### config.mk
export PLATFORM = sky130hd
export DESIGN_NAME = irqc_dual
export DESIGN_NICKNAME = d
export VERILOG_FILES = /design/src/rtl/irqc_pkg.sv /design/src/rtl/irqc_line_sync.sv /design/src/rtl/irqc_bus_decode.sv /design/src/rtl/irqc_state.sv /design/src/rtl/irqc_read_mux.sv /design/src/rtl/irqc_dual.sv
export SDC_FILE = /design/constraint.sdc
export NUM_CORES = 1
export LEC_CHECK = 0
export ABC_CLOCK_PERIOD_IN_PS = 1700
export BUFFER_PORTS_ARGS = -buffer_cell sky130_fd_sc_hd__buf_2
export CAP_MARGIN = 20
export CORE_MARGIN = 2
export CORE_UTILIZATION = 52
export DETAILED_ROUTE_END_ITERATION = 7
export HOLD_SLACK_MARGIN = 0.1
export PLACE_DENSITY = 0.78
export SYNTH_ARGS = -nofsm -noshare
export SYNTH_HDL_FRONTEND = slang
export SYNTH_SLANG_ARGS = --single-unit
### constraint.sdc
create_clock -name clk -period 1.7 [get_ports clk]
set_input_delay 0 -clock clk [delete_from_list [all_inputs] [get_ports clk]]
set_output_delay 0 -clock clk [all_outputs]
set_load 0.05 [all_outputs]
### src/rtl/irqc_pkg.sv
package irqc_pkg;

  // Word offsets; software decodes these, so their values are fixed.
  localparam int unsigned OFS_NRM_STAT = 0;
  localparam int unsigned OFS_RAW_A    = 1;
  localparam int unsigned OFS_NRM_SET  = 2;
  localparam int unsigned OFS_NRM_CLR  = 3;
  localparam int unsigned OFS_SW_SET   = 4;
  localparam int unsigned OFS_SW_CLR   = 5;
  localparam int unsigned OFS_FST_STAT = 8;
  localparam int unsigned OFS_RAW_B    = 9;
  localparam int unsigned OFS_FST_SET  = 10;
  localparam int unsigned OFS_FST_CLR  = 11;

  typedef enum logic [2:0] {
    RSEL_NONE,
    RSEL_NRM_STAT,
    RSEL_RAW,
    RSEL_NRM_MASK,
    RSEL_SW_BIT,
    RSEL_FST_STAT,
    RSEL_FST_MASK
  } rsel_e;

  typedef struct packed {
    logic nrm_set;
    logic nrm_clr;
    logic fst_set;
    logic fst_clr;
    logic sw_set;
    logic sw_clr;
  } wstb_t;

endpackage

### src/rtl/irqc_line_sync.sv
module irqc_line_sync #(
  parameter int unsigned NUM_LINES = 32
) (
  input  logic                 clk,
  input  logic                 rst_n,
  input  logic [NUM_LINES-1:0] line_i,
  output logic [NUM_LINES-1:0] rise_o,
  output logic [NUM_LINES-1:0] fall_o
);

  logic [NUM_LINES-1:0] seen_q;

  always_ff @(posedge clk or negedge rst_n) begin
    if (!rst_n) seen_q <= '0;
    else        seen_q <= line_i;
  end

  // A level change relative to the last sampled value is an update event.
  always_comb begin
    rise_o = line_i & ~seen_q;
    fall_o = ~line_i & seen_q;
  end

endmodule

### src/rtl/irqc_bus_decode.sv
module irqc_bus_decode
  import irqc_pkg::*;
#(
  parameter int unsigned ADDR_W = 6
) (
  input  logic              wr_i,
  input  logic              rd_i,
  input  logic [ADDR_W-1:0] addr_i,
  output wstb_t             wstb_o,
  output rsel_e             rsel_o
);

  always_comb begin
    wstb_o         = '0;
    wstb_o.nrm_set = wr_i && (addr_i == ADDR_W'(OFS_NRM_SET));
    wstb_o.nrm_clr = wr_i && (addr_i == ADDR_W'(OFS_NRM_CLR));
    wstb_o.fst_set = wr_i && (addr_i == ADDR_W'(OFS_FST_SET));
    wstb_o.fst_clr = wr_i && (addr_i == ADDR_W'(OFS_FST_CLR));
    wstb_o.sw_set  = wr_i && (addr_i == ADDR_W'(OFS_SW_SET));
    wstb_o.sw_clr  = wr_i && (addr_i == ADDR_W'(OFS_SW_CLR));
  end

  always_comb begin
    rsel_o = RSEL_NONE;
    if (rd_i) begin
      if      (addr_i == ADDR_W'(OFS_NRM_STAT)) rsel_o = RSEL_NRM_STAT;
      else if (addr_i == ADDR_W'(OFS_RAW_A))    rsel_o = RSEL_RAW;
      else if (addr_i == ADDR_W'(OFS_RAW_B))    rsel_o = RSEL_RAW;
      else if (addr_i == ADDR_W'(OFS_NRM_SET))  rsel_o = RSEL_NRM_MASK;
      else if (addr_i == ADDR_W'(OFS_SW_SET))   rsel_o = RSEL_SW_BIT;
      else if (addr_i == ADDR_W'(OFS_FST_STAT)) rsel_o = RSEL_FST_STAT;
      else if (addr_i == ADDR_W'(OFS_FST_SET))  rsel_o = RSEL_FST_MASK;
    end
  end

endmodule

### src/rtl/irqc_state.sv
module irqc_state
  import irqc_pkg::*;
#(
  parameter int unsigned NUM_LINES = 32
) (
  input  logic                 clk,
  input  logic                 rst_n,
  input  wstb_t                wstb_i,
  input  logic [NUM_LINES-1:0] wbits_i,
  input  logic [NUM_LINES-1:0] rise_i,
  input  logic [NUM_LINES-1:0] fall_i,
  output logic [NUM_LINES-1:0] raw_o,
  output logic [NUM_LINES-1:0] nrm_mask_o,
  output logic [NUM_LINES-1:0] fst_mask_o,
  output logic                 irq_o,
  output logic                 fiq_o
);

  logic [NUM_LINES-1:0] raw_q, raw_nx;
  logic [NUM_LINES-1:0] nrm_q, nrm_nx;
  logic [NUM_LINES-1:0] fst_q, fst_nx;
  logic                 irq_q, fiq_q;

  // Raw level: bit 0 has a software owner that overrides the hardware line.
  for (genvar i = 0; i < NUM_LINES; i++) begin : g_raw
    if (i == 0) begin : g_soft
      always_comb begin
        if (wstb_i.sw_set && wbits_i[0])      raw_nx[i] = 1'b1;
        else if (wstb_i.sw_clr && wbits_i[0]) raw_nx[i] = 1'b0;
        else if (rise_i[i])                   raw_nx[i] = 1'b1;
        else if (fall_i[i])                   raw_nx[i] = 1'b0;
        else                                  raw_nx[i] = raw_q[i];
      end
    end else begin : g_hard
      always_comb begin
        if (rise_i[i])      raw_nx[i] = 1'b1;
        else if (fall_i[i]) raw_nx[i] = 1'b0;
        else                raw_nx[i] = raw_q[i];
      end
    end
  end

  always_comb begin
    nrm_nx = nrm_q;
    if (wstb_i.nrm_set) nrm_nx = nrm_nx | wbits_i;
    if (wstb_i.nrm_clr) nrm_nx = nrm_nx & ~wbits_i;
    fst_nx = fst_q;
    if (wstb_i.fst_set) fst_nx = fst_nx | wbits_i;
    if (wstb_i.fst_clr) fst_nx = fst_nx & ~wbits_i;
  end

  always_ff @(posedge clk or negedge rst_n) begin
    if (!rst_n) begin
      raw_q <= '0;
      nrm_q <= '0;
      fst_q <= '0;
      irq_q <= 1'b0;
      fiq_q <= 1'b0;
    end else begin
      raw_q <= raw_nx;
      nrm_q <= nrm_nx;
      fst_q <= fst_nx;
      // Outputs come from next state so they line up with the state edge.
      irq_q <= |(raw_nx & nrm_nx);
      fiq_q <= |(raw_nx & fst_nx);
    end
  end

  assign raw_o      = raw_q;
  assign nrm_mask_o = nrm_q;
  assign fst_mask_o = fst_q;
  assign irq_o      = irq_q;
  assign fiq_o      = fiq_q;

endmodule

### src/rtl/irqc_read_mux.sv
module irqc_read_mux
  import irqc_pkg::*;
#(
  parameter int unsigned NUM_LINES = 32,
  parameter int unsigned DATA_W    = 32
) (
  input  logic                 clk,
  input  logic                 rst_n,
  input  logic                 rd_i,
  input  rsel_e                rsel_i,
  input  logic [NUM_LINES-1:0] raw_i,
  input  logic [NUM_LINES-1:0] nrm_mask_i,
  input  logic [NUM_LINES-1:0] fst_mask_i,
  output logic [DATA_W-1:0]    rdata_o
);

  logic [DATA_W-1:0] sel_val;
  logic [DATA_W-1:0] rdata_q;

  always_comb begin
    unique case (rsel_i)
      RSEL_NRM_STAT: sel_val = DATA_W'(raw_i & nrm_mask_i);
      RSEL_RAW:      sel_val = DATA_W'(raw_i);
      RSEL_NRM_MASK: sel_val = DATA_W'(nrm_mask_i);
      RSEL_SW_BIT:   sel_val = DATA_W'(raw_i[0]);
      RSEL_FST_STAT: sel_val = DATA_W'(raw_i & fst_mask_i);
      RSEL_FST_MASK: sel_val = DATA_W'(fst_mask_i);
      default:       sel_val = '0;
    endcase
  end

  always_ff @(posedge clk or negedge rst_n) begin
    if (!rst_n)    rdata_q <= '0;
    else if (rd_i) rdata_q <= sel_val;
  end

  assign rdata_o = rdata_q;

endmodule

### src/rtl/irqc_dual.sv
module irqc_dual
  import irqc_pkg::*;
#(
  parameter int unsigned NUM_LINES = 32,
  parameter int unsigned ADDR_W    = 6,
  parameter int unsigned DATA_W    = 32
) (
  input  logic                 clk,
  input  logic                 rst_n,
  input  logic [NUM_LINES-1:0] irq_in,
  input  logic                 bus_wr,
  input  logic                 bus_rd,
  input  logic [ADDR_W-1:0]    bus_addr,
  input  logic [DATA_W-1:0]    bus_wdata,
  output logic [DATA_W-1:0]    bus_rdata,
  output logic                 irq_o,
  output logic                 fiq_o
);

  localparam int unsigned MASK_W = (NUM_LINES < DATA_W) ? NUM_LINES : DATA_W;

  wstb_t                wstb;
  rsel_e                rsel;
  logic [NUM_LINES-1:0] rise, fall;
  logic [NUM_LINES-1:0] raw, nrm_mask, fst_mask;
  logic [NUM_LINES-1:0] wbits;

  assign wbits = NUM_LINES'(bus_wdata[MASK_W-1:0]);

  irqc_line_sync #(.NUM_LINES(NUM_LINES)) u_sync (
    .clk    (clk),
    .rst_n  (rst_n),
    .line_i (irq_in),
    .rise_o (rise),
    .fall_o (fall)
  );

  irqc_bus_decode #(.ADDR_W(ADDR_W)) u_dec (
    .wr_i   (bus_wr),
    .rd_i   (bus_rd),
    .addr_i (bus_addr),
    .wstb_o (wstb),
    .rsel_o (rsel)
  );

  irqc_state #(.NUM_LINES(NUM_LINES)) u_state (
    .clk        (clk),
    .rst_n      (rst_n),
    .wstb_i     (wstb),
    .wbits_i    (wbits),
    .rise_i     (rise),
    .fall_i     (fall),
    .raw_o      (raw),
    .nrm_mask_o (nrm_mask),
    .fst_mask_o (fst_mask),
    .irq_o      (irq_o),
    .fiq_o      (fiq_o)
  );

  irqc_read_mux #(.NUM_LINES(NUM_LINES), .DATA_W(DATA_W)) u_rmux (
    .clk        (clk),
    .rst_n      (rst_n),
    .rd_i       (bus_rd),
    .rsel_i     (rsel),
    .raw_i      (raw),
    .nrm_mask_i (nrm_mask),
    .fst_mask_i (fst_mask),
    .rdata_o    (bus_rdata)
  );

endmodule

# --- Word level (Yosys, flattened, before mapping) ---
# Index checks and enable logic that the tools add are counted.
word_totals:
  register_bits: 162
  in_bits: 74
  out_inout_bits: 34
  word_cells: 125
op_classes:
  eq_ne: 15
  mux: 79
  bitwise_logic: 13
  n_reduce_logical: 11
ops:
  columns: ["op", "count"]
  rows:
  - ["$and A32 B32 Y32", 8]
  - ["$pmux W32 S6", 1]
  - ["$mux W32", 4]
  - ["$not A32 Y32", 3]
  - ["$mux W1", 66]
  - ["$or A32 B32 Y32", 2]
  - ["$reduce_or A32 Y1", 2]
  - ["$eq A6 B4 Y1 const B", 4]
  - ["$mux W3", 8]
  - ["$eq A6 B2 Y1 const B", 2]
  - ["$eq A6 B3 Y1 const B", 2]
  - ["$eq A3 B3 Y1 const B", 3]
  - ["$logic_and A1 B1 Y1", 8]
  - ["$eq A3 B2 Y1 const B", 2]
  - ["$eq A6 B1 Y1 const B", 1]
  - ["$logic_not A6 Y1", 1]
  - ["$eq A3 B1 Y1 const B", 1]

# --- Longest topological paths before layout ---
# Gate-level depths: netlist of the first run.
logic_depth:
  ltp_word: 11
  depth_mapped: 9
  mapped_depth_nobuf: 6

# --- Cells and area by module ---
# Synthesis of the first run repeated with hierarchy kept, for this count alone.
hier_totals:
  cells_unflattened: 815
  area_unflattened_um2: 8321.7
modules_own_cells:
  columns: ["module", "n_inst", "cells_per_inst", "area_per_inst_um2", "seq_area_each_um2"]
  rows:
  - ["irqc_state", 1, 431, 4429.2, 2452.4]
  - ["irqc_read_mux", 1, 267, 2373.5, 800.8]
  - ["irqc_line_sync", 1, 96, 1361.3, 800.8]
  - ["irqc_bus_decode", 1, 21, 157.7, 0.0]

# --- Least setup slack after synthesis of the first run ---
# No wires, ideal clock.
synth_timing:
  kind: "input to register"
  start: "in bus_addr[5]"
  end: "reg u_state.fiq_q, in the netlist u_state.fiq_o"
  setup_time_ns: 0.136
  t_arrival_ns: 1.790
  required_time_ns: 1.564
  path_slack_ns: -0.226
  stages: 7
  n_path_buf: 1
  path_cell_list: "or4b_1 buf_2 o31a_1 o21a_1 a221o_1 a2111oi_2 nand4_1"
synth_between:
  elab_chain_len: 7
  elab_cells_between_ends: 17
  classes_between: "eq/ne: 4; mux: 4; bitwise: 2; reduce/logical: 7"
synth_lines:
  columns: ["element", "line", "rtl"]
  rows:
  - ["start, declared", "irqc_dual.sv:13", "input logic [ADDR_W-1:0] bus_addr,"]
  - ["$eq A6 B4 Y1 or $eq A6 B3 Y1 (tied branches)", "irqc_bus_decode.sv:17, irqc_bus_decode.sv:20", null]
  - ["$logic_and A1 B1 Y1 (on tied branches)", "irqc_bus_decode.sv:17, irqc_bus_decode.sv:20", null]
  - ["$mux W32 or $logic_and A1 B1 Y1 (tied branches)", "irqc_state.sv:48, irqc_state.sv:29", null]
  - ["$and A32 B32 Y32 or $mux W1 (tied branches)", "irqc_state.sv:49, irqc_state.sv:29", null]
  - ["$mux W32 or $mux W1 (tied branches)", "irqc_state.sv:49, irqc_state.sv:28", null]
  - ["$and A32 B32 Y32 (*)", "irqc_state.sv:65", "fiq_q <= |(raw_nx & fst_nx);"]
  - ["$reduce_or A32 Y1 (*)", "irqc_state.sv:65", null]
  - ["end signal, assigned", "irqc_state.sv:65", null]
  - ["end, declared", "irqc_state.sv:22", "logic irq_q, fiq_q;"]
# Every way passes the cells marked *; elsewhere a longest branch is shown, timed or not.
# A chain may end at the register's enable or synchronous reset.

# --- Worst setup path in the final report of the first run ---
layout_timing:
  start: "in bus_addr[2]"
  end: "reg u_state.irq_q, in the netlist u_state.irq_o"
layout_between:
  elab_chain_len: 7
  elab_cells_between_ends: 17
  classes_between: "eq/ne: 4; mux: 4; bitwise: 2; reduce/logical: 7"
layout_lines:
  columns: ["element", "line", "rtl"]
  rows:
  - ["$eq A6 B2 Y1", "irqc_bus_decode.sv:15", "wstb_o.nrm_set = wr_i && (addr_i == ADDR_W'(OFS_NRM_SET));"]
  - ["$logic_and A1 B1 Y1", "irqc_bus_decode.sv:15", null]
  - ["$mux W32", "irqc_state.sv:45", "if (wstb_i.nrm_set) nrm_nx = nrm_nx | wbits_i;"]
  - ["$and A32 B32 Y32", "irqc_state.sv:46", "if (wstb_i.nrm_clr) nrm_nx = nrm_nx & ~wbits_i;"]
  - ["$mux W32 (*)", "irqc_state.sv:46", null]
  - ["net u_state.nrm_nx[21]", "irqc_state.sv:20", "logic [NUM_LINES-1:0] nrm_q, nrm_nx;"]
  - ["$and A32 B32 Y32 (*)", "irqc_state.sv:64", "irq_q <= |(raw_nx & nrm_nx);"]
  - ["$reduce_or A32 Y1 (*)", "irqc_state.sv:64", null]
  - ["end signal, assigned", "irqc_state.sv:64", null]
  - ["end, declared", "irqc_state.sv:22", null]
# Mark *: on every way through the listed nets, which the timed path passes. The rest lies on a longest branch.

==> metrics.log, run 1 <==
INFO  metric finalNetCount = ~1100
INFO  metric async_flop_share = between 90% and 100%
INFO  metric final_max_slew_viol_count = 0
INFO  metric netlist-cell-type-count = 50
INFO  metric cts_num_sinks = 162
INFO  metric worstPathCellList = buf_2 -> nor3b_2 -> buf_4 -> and3_1 -> mux2_2 -> a22o_1 -> nor4_4 -> nand4_1
INFO  metric synth_compound_gate_area_share = 17.18%
INFO  metric failing_checks = negative setup slack
INFO  metric final_critical_path_setup_slack = -0.03106 ns
INFO  metric max_stage_delay = 0.40 ns
INFO  metric dpl.hpwl = 16650 um
INFO  metric max_slew_margin = approximately two thirds
INFO  metric cts_tree = built
INFO  metric max_clock_freq = 577.7 MHz
INFO  metric maxCapViolations = 0
INFO  metric fin_tns_setup = -0.03192 ns
INFO  metric start_util = a little over half
INFO  metric synth_top_area_cell = sky130_fd_sc_hd__dfrtp_1
INFO  metric post-synth-top-count-cell = sky130_fd_sc_hd__dfrtp_1
INFO  metric drtAntennaViolNets = 0
INFO  metric port_buffers = 107
INFO  metric timing.critical_path.fanout_max = 7
INFO  metric finalCoreUtilization = 72.13%
INFO  metric seq_area = 4054 um^2
INFO  metric setup_repair_after_global_routing_missed_its_margin = yes
INFO  metric tritoncts.num_buffers = 17
INFO  metric detailedRoute.firstIterationViolations = 686
INFO  metric drive_gt1_share = 32.36%
INFO  metric io_pins = ~110
INFO  metric power.leakage = 5.232 nW
INFO  metric routability_cong = 0.9379
INFO  metric grt_first_pass_wirelength = 38860 um
INFO  metric syn-num-nets = roughly 830
INFO  metric layout-area-overhead-vs-synth = 37.27%
INFO  metric pre_repair_dr_iteration_count = 6
INFO  metric grt_remaining_overflow = 0
INFO  metric floorplan.rows = 45
INFO  metric core = 15030 um^2
INFO  metric worst_ep_required_time = 1.99 ns
INFO  metric clock-root-buffer = sky130_fd_sc_hd__clkbuf_16
INFO  metric routed_wire_length_per_instance = slightly above 20 um
INFO  metric vias = 7461
INFO  metric synth-main-ff-cell = sky130_fd_sc_hd__dfrtp_1
INFO  metric syn_avg_cell_area = 10.39 um^2
INFO  metric die_height = 127.3 um
INFO  metric filler_cell_count = 986
INFO  metric synth_xor_area_share = 0.1109%
INFO  metric synthTopCellsByCount = sky130_fd_sc_hd__dfrtp_1 (162), sky130_fd_sc_hd__inv_1 (64), sky130_fd_sc_hd__o21ai_0 (52)
INFO  metric pre_cts_slack = -0.6195 ns
INFO  metric number_of_flops_mapped_to_enable_cells_by_yosys = 0
INFO  metric floorplan.die.width = 127.3 um
INFO  metric timing_worst_setup_path_type = input port to register
INFO  metric irDropWorstVdd = just under 0.8 mV
INFO  metric multi_input_comb_area = 3523 um^2
INFO  metric clk_latency = around 0.43 ns
INFO  metric number_of_global_route_vias_before_repair = 7387
INFO  metric yosysWarningCount = 0
INFO  metric critical_path_end_type = register
INFO  metric setup_viol = 2
INFO  metric route.detailed.drc = 0
INFO  metric finalPower = about 10 mW
INFO  metric wl = 24630 um
INFO  metric synth_top_family_by_area = compound AO/OA/AOI/OAI gates
INFO  metric layout_worst_path_cycle_share = 101.8%
INFO  metric finalCriticalPeriod = between 1.5 and 2 ns
INFO  metric synthAdderAreaFrac = 4.054%
INFO  metric max_slew.worst_pin.slew = approximately 0.47 ns
INFO  metric synthDominantCellAreaShare = 51.31%
INFO  metric startpoint_type = input port
INFO  metric final-hold-violation-count = 0
INFO  metric sequential_cell_area_fraction_in_the_yosys_report = between 50% and 60%
INFO  metric cts.clk_slew.worst_paths = 0.06 ns
INFO  metric syn_area = ~7900 um^2
INFO  metric largest_net_degree_at_the_start_of_global_routing = 61
INFO  metric ys_ff_latch = between 150 and 200
INFO  metric cts_htree_levels = 4
INFO  metric avgViaCountPerCell = 6.146
INFO  metric arrival = 2.02 ns
INFO  metric fraction_of_synthesized_area_in_multiplexers = 7.365%
INFO  metric result_of_the_run = finished, violations left
INFO  metric crit_slowest_cell = sky130_fd_sc_hd__nor3b_2
INFO  metric antenna_found_initial = 0
INFO  metric synth_cells = 760
INFO  metric yosys-top-cells-area = sky130_fd_sc_hd__dfrtp_1 (51%), sky130_fd_sc_hd__mux2i_1 (4.9%), sky130_fd_sc_hd__maj3_1 (4.1%), sky130_fd_sc_hd__o21ai_0 (3.3%), sky130_fd_sc_hd__inv_1 (3.0%)
INFO  metric clock_path_buffers = 2
INFO  metric insertedDiodeCount = 0
INFO  metric floorplan.die_area = ~16000 um^2
INFO  metric powerDensity = between 900 and 1000 nW/um^2
INFO  metric post_synth_and_or_nand_nor_area_fraction = 14.36%
INFO  metric hp-class = input port to register
INFO  metric worst_clock_skew = approximately 0.0070 ns
INFO  metric grt_usage = 31.24%
## registers in the layout, summed over array words and instances, names as in the netlist
name and cells:
u_rmux.rdata_o 32, u_state.fst_mask_o 32, u_state.nrm_mask_o 32, u_state.raw_o 32, u_sync.seen_q 32, u_state.fiq_o 1
u_state.irq_o 1
## cell families (layout without fill, tap and decap cells)
| logic type | after synthesis | after routing |
|---|---|---|
| buf+inv | 115 | 381 |
| mux | 56 | 56 |
| simple gates | 197 | 197 |
| fa+ha+maj | 32 | 32 |
| xor+xnor | 1 | 1 |
| compound gates | 197 | 197 |
| flops | 162 | 162 |
## worst max-delay path: cells and delay by family
kind / cells / cell delay [ns]
buffers and inverters: 2 / 0.37
multiplexers: 1 / 0.35
AND/OR/NAND/NOR: 4 / 1.01
AO/OA/AOI/OAI: 1 / 0.29
## power breakdown
group	switching, mW	leakage, nW	internal, mW
sequential	0.253	1.99	4.22
clock	1.53	0.289	2.31
combinational	1.03	2.96	0.906
total	2.82	5.23	7.44
## layer usage
layer	share of wire, %	global-route usage, %	up-vias
met2	48	51.04	384
li1	-	-	3308
met4	2.9	12.48	0
met3	7.1	5.737	67
met1	42	41.69	3702
met5	0	0	-
## path summary, 6_finish.rpt
| path | startpoint | end | slack, ns | cells past startpoint |
|---|---|---|---|---|
| min in group asynchronous | rst_n | u_state.nrm_mask_o[30]$_DFF_PN0_ | 0.16 | 3 |
| worst max-delay path | bus_addr[2] | u_state.irq_o$_DFF_PN0_ | -0.03 | 8 |
| worst min-delay path | bus_wdata[26] | u_state.fst_mask_o[26]$_DFF_PN0_ | 0.12 | 5 |
| worst min register to register | u_rmux.rdata_o[12]$_DFFE_PN0P_ | u_rmux.rdata_o[12]$_DFFE_PN0P_ | 0.49 | 2 |
| worst max register to register | u_state.raw_o[2]$_DFF_PN0_ | u_state.irq_o$_DFF_PN0_ | -0.02 | 5 |
| max in group asynchronous | rst_n | u_rmux.rdata_o[16]$_DFFE_PN0P_ | 0.58 | 4 |
## per-stage QoR
stage,area (um^2),hold WS (ns),instances
after floorplan,7948,-0.2956,760
after global placement,9480,-0.1152,1115
after detailed placement,9480,-0.1166,1115
after CTS,10820,0.1046,1213
after global routing,10840,0.1070,1214
final,10840,0.1163,1214
## cell type report
class / instances / share of cell area, %
clock buffers: 23 / 4.500
clock inverters: 9 / 0.9577
inverters: 65 / 2.250
multi-input cells: 483 / 32.49
flip-flops and latches: 162 / 37.38
well taps: 188 / 2.169
repair buffers: 284 / 20.25
## timing repair
item                       CTS  global route
pin swaps                   11             0
hold endpoints to repair   280             0
resized for setup           29             4
buffers inserted             3             0
setup endpoints to repair    2             3
hold buffers                64             0
## placed cells by master (no fill, tap or decap), types with 9 or more instances in the layout
cell type / n
sky130_fd_sc_hd__nand4_1: 10
sky130_fd_sc_hd__inv_1: 63
sky130_fd_sc_hd__dlygate4sd3_1: 64
sky130_fd_sc_hd__maj3_1: 23
sky130_fd_sc_hd__mux2_2: 17
sky130_fd_sc_hd__o31ai_1: 12
sky130_fd_sc_hd__buf_12: 12
sky130_fd_sc_hd__a222oi_1: 11
sky130_fd_sc_hd__nor2_1: 35
sky130_fd_sc_hd__a31oi_1: 19
sky130_fd_sc_hd__or2_2: 34
sky130_fd_sc_hd__o21ai_0: 46
sky130_fd_sc_hd__buf_2: 106
sky130_fd_sc_hd__buf_4: 98
sky130_fd_sc_hd__o211a_1: 10
sky130_fd_sc_hd__dfrtp_1: 162
sky130_fd_sc_hd__clkbuf_16: 17
sky130_fd_sc_hd__a21oi_1: 24
sky130_fd_sc_hd__and4_1: 19
sky130_fd_sc_hd__maj3_2: 9
sky130_fd_sc_hd__nand2b_1: 12
sky130_fd_sc_hd__o211ai_1: 15
sky130_fd_sc_hd__mux2i_1: 38
sky130_fd_sc_hd__o31a_1: 16
sky130_fd_sc_hd__and3_1: 13
sky130_fd_sc_hd__nor4_1: 16
sky130_fd_sc_hd__nand2_1: 29
Note: power is estimated with default switching activity, not from simulation.
==> run 2: changes to the inputs <==
- ABC_AREA: not set -> 1
- CORE_UTILIZATION: 52 -> 53
- PLACE_DENSITY: 0.78 -> 0.79
==> run 2 against run 1 <==
The flow finishes with violations (design-rule violations). Synthesized area increased by 4.7%. Final cell count increased by 19%. Critical path depth increased by 5. Critical endpoint is now u_rmux.rdata_o[31]$_DFFE_PN0P_. Largest cell class unchanged.
==> metrics.log, run 2 <==
INFO  metric result_of_the_run = finished, violations left
INFO  metric failing_checks = design-rule violations
INFO  metric grt_first_pass_wirelength = ~38000 um
INFO  metric routability_cong = 0.9166
INFO  metric synth-main-ff-cell = sky130_fd_sc_hd__dfrtp_1
INFO  metric final_max_slew_viol_count = 0
INFO  metric setup_repair_after_global_routing_missed_its_margin = no
INFO  metric final_common_cell = sky130_fd_sc_hd__nand2_1
INFO  metric grt_remaining_overflow = 0
INFO  metric power.leakage = 5.163 nW
INFO  metric synthTopCellsByCount = sky130_fd_sc_hd__nand2_1 (313), sky130_fd_sc_hd__dfrtp_1 (162), sky130_fd_sc_hd__nand3_1 (134)
INFO  metric synthDominantCellAreaShare = 49.01%
INFO  metric vias = 8047
INFO  metric yosys-top-cells-area = sky130_fd_sc_hd__dfrtp_1 (49%), sky130_fd_sc_hd__nand2_1 (14%), sky130_fd_sc_hd__nand3_1 (8.1%), sky130_fd_sc_hd__nand4_1 (4.6%), sky130_fd_sc_hd__nor2_1 (4.2%)
INFO  metric syn-num-nets = roughly 1100
INFO  metric start_util = 54.41%
INFO  metric cts_htree_levels = 4
INFO  metric pre_repair_dr_iteration_count = 8
INFO  metric floorplan.die_area = 16620 um^2
INFO  metric r2r-end = u_state.raw_o[0]$_DFF_PN0_
INFO  metric antenna_found_initial = 0
INFO  metric maxCapViolations = 0
INFO  metric startpoint_type = input port
INFO  metric finalCriticalPeriod = 1.582 ns
INFO  metric largest_net_degree_at_the_start_of_global_routing = 69
INFO  metric number_of_flops_mapped_to_enable_cells_by_yosys = 0
INFO  metric route.detailed.drc = 6
INFO  metric cts_tree = built
INFO  metric sequential_cell_area_fraction_in_the_yosys_report = 49.01%
INFO  metric clk_latency = 0.44 ns
INFO  metric layout_worst_path_cycle_share = 93.03%
INFO  metric setup.reg_to_reg.worst_slack = approximately 0.15 ns
INFO  metric grt_usage = 29.86%
INFO  metric ys_ff_latch = 162
INFO  metric ff2ff_path_depth = 5
INFO  metric port_buffers = 107
INFO  metric syn_area = 8272 um^2
INFO  metric detailedRoute.firstIterationViolations = 666
INFO  metric setup_viol = 0
INFO  metric async_flop_share = 100.0%
INFO  metric arrival = around 2 ns
INFO  metric floorplan.rows = 45
INFO  metric netlist-cell-type-count = 23
INFO  metric wl = 23270 um
INFO  metric timing_worst_setup_path_type = input port to register
INFO  metric fin_tns_setup = 0 ns
INFO  metric routed_wire_length_per_instance = roughly 16 um
INFO  metric clock_path_buffers = 2
INFO  metric powerDensity = 942.6 nW/um^2
INFO  metric post-synth-top-count-cell = sky130_fd_sc_hd__nand2_1
INFO  metric final-hold-violation-count = 0
INFO  metric worst_ep_required_time = 2.07 ns
INFO  metric clock-root-buffer = sky130_fd_sc_hd__clkbuf_16
INFO  metric die_height = 128.9 um
INFO  metric final_cell_mix = sky130_fd_sc_hd__nand2_1 (313), sky130_fd_sc_hd__dfrtp_1 (162), sky130_fd_sc_hd__nand3_1 (134)
INFO  metric post_cts_buffers = 0
INFO  metric max_clock_freq = about 630 MHz
INFO  metric finalNetCount = ~1300
INFO  metric dpl.hpwl = 15450 um
INFO  metric avgViaCountPerCell = 5.569
INFO  metric yosysWarningCount = 0
INFO  metric fin_hold_ws = 0.1116 ns
INFO  metric r2r_start = u_state.raw_o[0]$_DFF_PN0_
INFO  metric synth_cells = 1068
INFO  metric timing.critical_path.fanout_max = 19
INFO  metric syn_avg_cell_area = 7.745 um^2
INFO  metric layout-area-overhead-vs-synth = 25.87%
INFO  metric hp-class = input port to async pin
INFO  metric critical_path_end_type = register
INFO  metric insertedDiodeCount = 0
INFO  metric number_of_global_route_vias_before_repair = 7908
INFO  metric cts_num_sinks = 162
INFO  metric irDropWorstVdd = 0.7971 mV
INFO  metric core = 15200 um^2
INFO  metric floorplan.die.width = around 130 um
INFO  metric tritoncts.num_buffers = 17
INFO  metric drive_gt1_share = 15.19%
INFO  metric cts.clk_slew.worst_paths = 0.06 ns
INFO  metric synth_top_area_cell = sky130_fd_sc_hd__dfrtp_1
INFO  metric max_slew_margin = 67.76%
INFO  metric worst_clock_skew = 0.005794 ns
INFO  metric max_slew.worst_pin.slew = 0.4836 ns
INFO  metric drtAntennaViolNets = 0
INFO  metric io_pins = 108
==> run 2: cell types whose count changed in the layout (fill, tap and decap cells not counted), sizes merged, moves of 20 or more <==
cell,delta
nand3,+132
and2,+29
mux2i,-39
nand4,+51
nand2,+290
nor2,+63
maj3,-32
or2,-35
a21boi,+34
buf,-83
a21oi,+35
o21ai,-20
==> run 2: how the worst max path moves through the flow <==
stage | slack (ns) | cells after the start | startpoint | to
floorplan | 0.47 | 12 | bus_addr[5] | u_rmux.rdata_o[10]$_DFFE_PN0P_
global placement | 0.03 | 13 | bus_addr[0] | u_state.fiq_o$_DFF_PN0_
detailed placement | 0.06 | 12 | bus_addr[0] | u_rmux.rdata_o[12]$_DFFE_PN0P_
CTS | 0.03 | 11 | bus_addr[1] | u_rmux.rdata_o[12]$_DFFE_PN0P_
global route | 0.006 | 13 | bus_addr[1] | u_rmux.rdata_o[31]$_DFFE_PN0P_
finish | 0.12 | 13 | bus_addr[1] | u_rmux.rdata_o[31]$_DFFE_PN0P_
==> run 2: critical path: stages <==
cell and delay [ns]:
sky130_fd_sc_hd__buf_2 0.13, sky130_fd_sc_hd__dlygate4sd3_1 0.57, sky130_fd_sc_hd__nor2_2 0.15, sky130_fd_sc_hd__nand2_1 0.07
sky130_fd_sc_hd__nand2_1 0.11, sky130_fd_sc_hd__nand2_2 0.07, sky130_fd_sc_hd__buf_4 0.16, sky130_fd_sc_hd__nor2_2 0.23
sky130_fd_sc_hd__buf_12 0.21, sky130_fd_sc_hd__nand2_1 0.06, sky130_fd_sc_hd__nand2_1 0.05, sky130_fd_sc_hd__nor2_1 0.04
sky130_fd_sc_hd__nand3_1 0.08
==> run 2: area by class of cell <==
type	instances	area, um^2
Clock buffer	22	494.2
Clock inverter	6	80.08
Fill cell	1244	4791
Inverter	83	311.5
Multi-Input combinational cell	779	3660
Sequential cell	162	4054
Tap cell	188	235.2
Timing Repair Buffer	205	1577
==> run 2: what timing repair did <==
item | CTS | global route
resized for setup | 0 | 3
endpoints found under the hold margin | 292 | 0
hold buffers | 69 | 0
endpoints found under the setup margin | 0 | 22
==> run 2: through the flow <==
stage          utilization [%]  instance area [um^2]  std cells  power [mW]  worst slack (ns)
6_report                 68.49                 10410       1445       9.814            0.1184
5_1_grt                  68.49                 10410       1445       10.26          0.005541
4_1_cts                  68.41                 10400       1445       9.838           0.02894
3_5_place_dp             60.02                  9125       1348       5.936           0.06273
3_3_place_gp             60.02                  9125       1348       5.887           0.03395
2_1_floorplan                -                  8272       1068       5.375            0.4687
==> run 2: logic make-up (layout without fill, tap and decap cells) <==
kind of cell           count (synthesis)  in the layout  share of synthesized area, %
AND/OR/NAND/NOR                      649            649                         35.14
flip-flops                           162            162                         49.01
buffers and inverters                127            316                         6.867
AO/OA/AOI/OAI                        130            130                         8.985
==> run 2: layer usage <==
metal | vias up | global-route usage, % | routed length, um
li1 | 3888 | - | -
met1 | 3766 | 36.47 | 9416
met2 | 331 | 50.23 | 11500
met3 | 62 | 7.193 | 1599
met4 | 0 | 13.94 | 755
met5 | - | 0 | 0
==> run 2: power by group <==
part           switching [mW]  leakage [nW]  total, mW  internal [mW]
Clock                    1.47         0.289       3.78           2.31
Combinational           0.995          3.04       1.59          0.594
Sequential              0.227          1.84       4.44           4.21
Total                    2.69          5.16       9.81           7.12
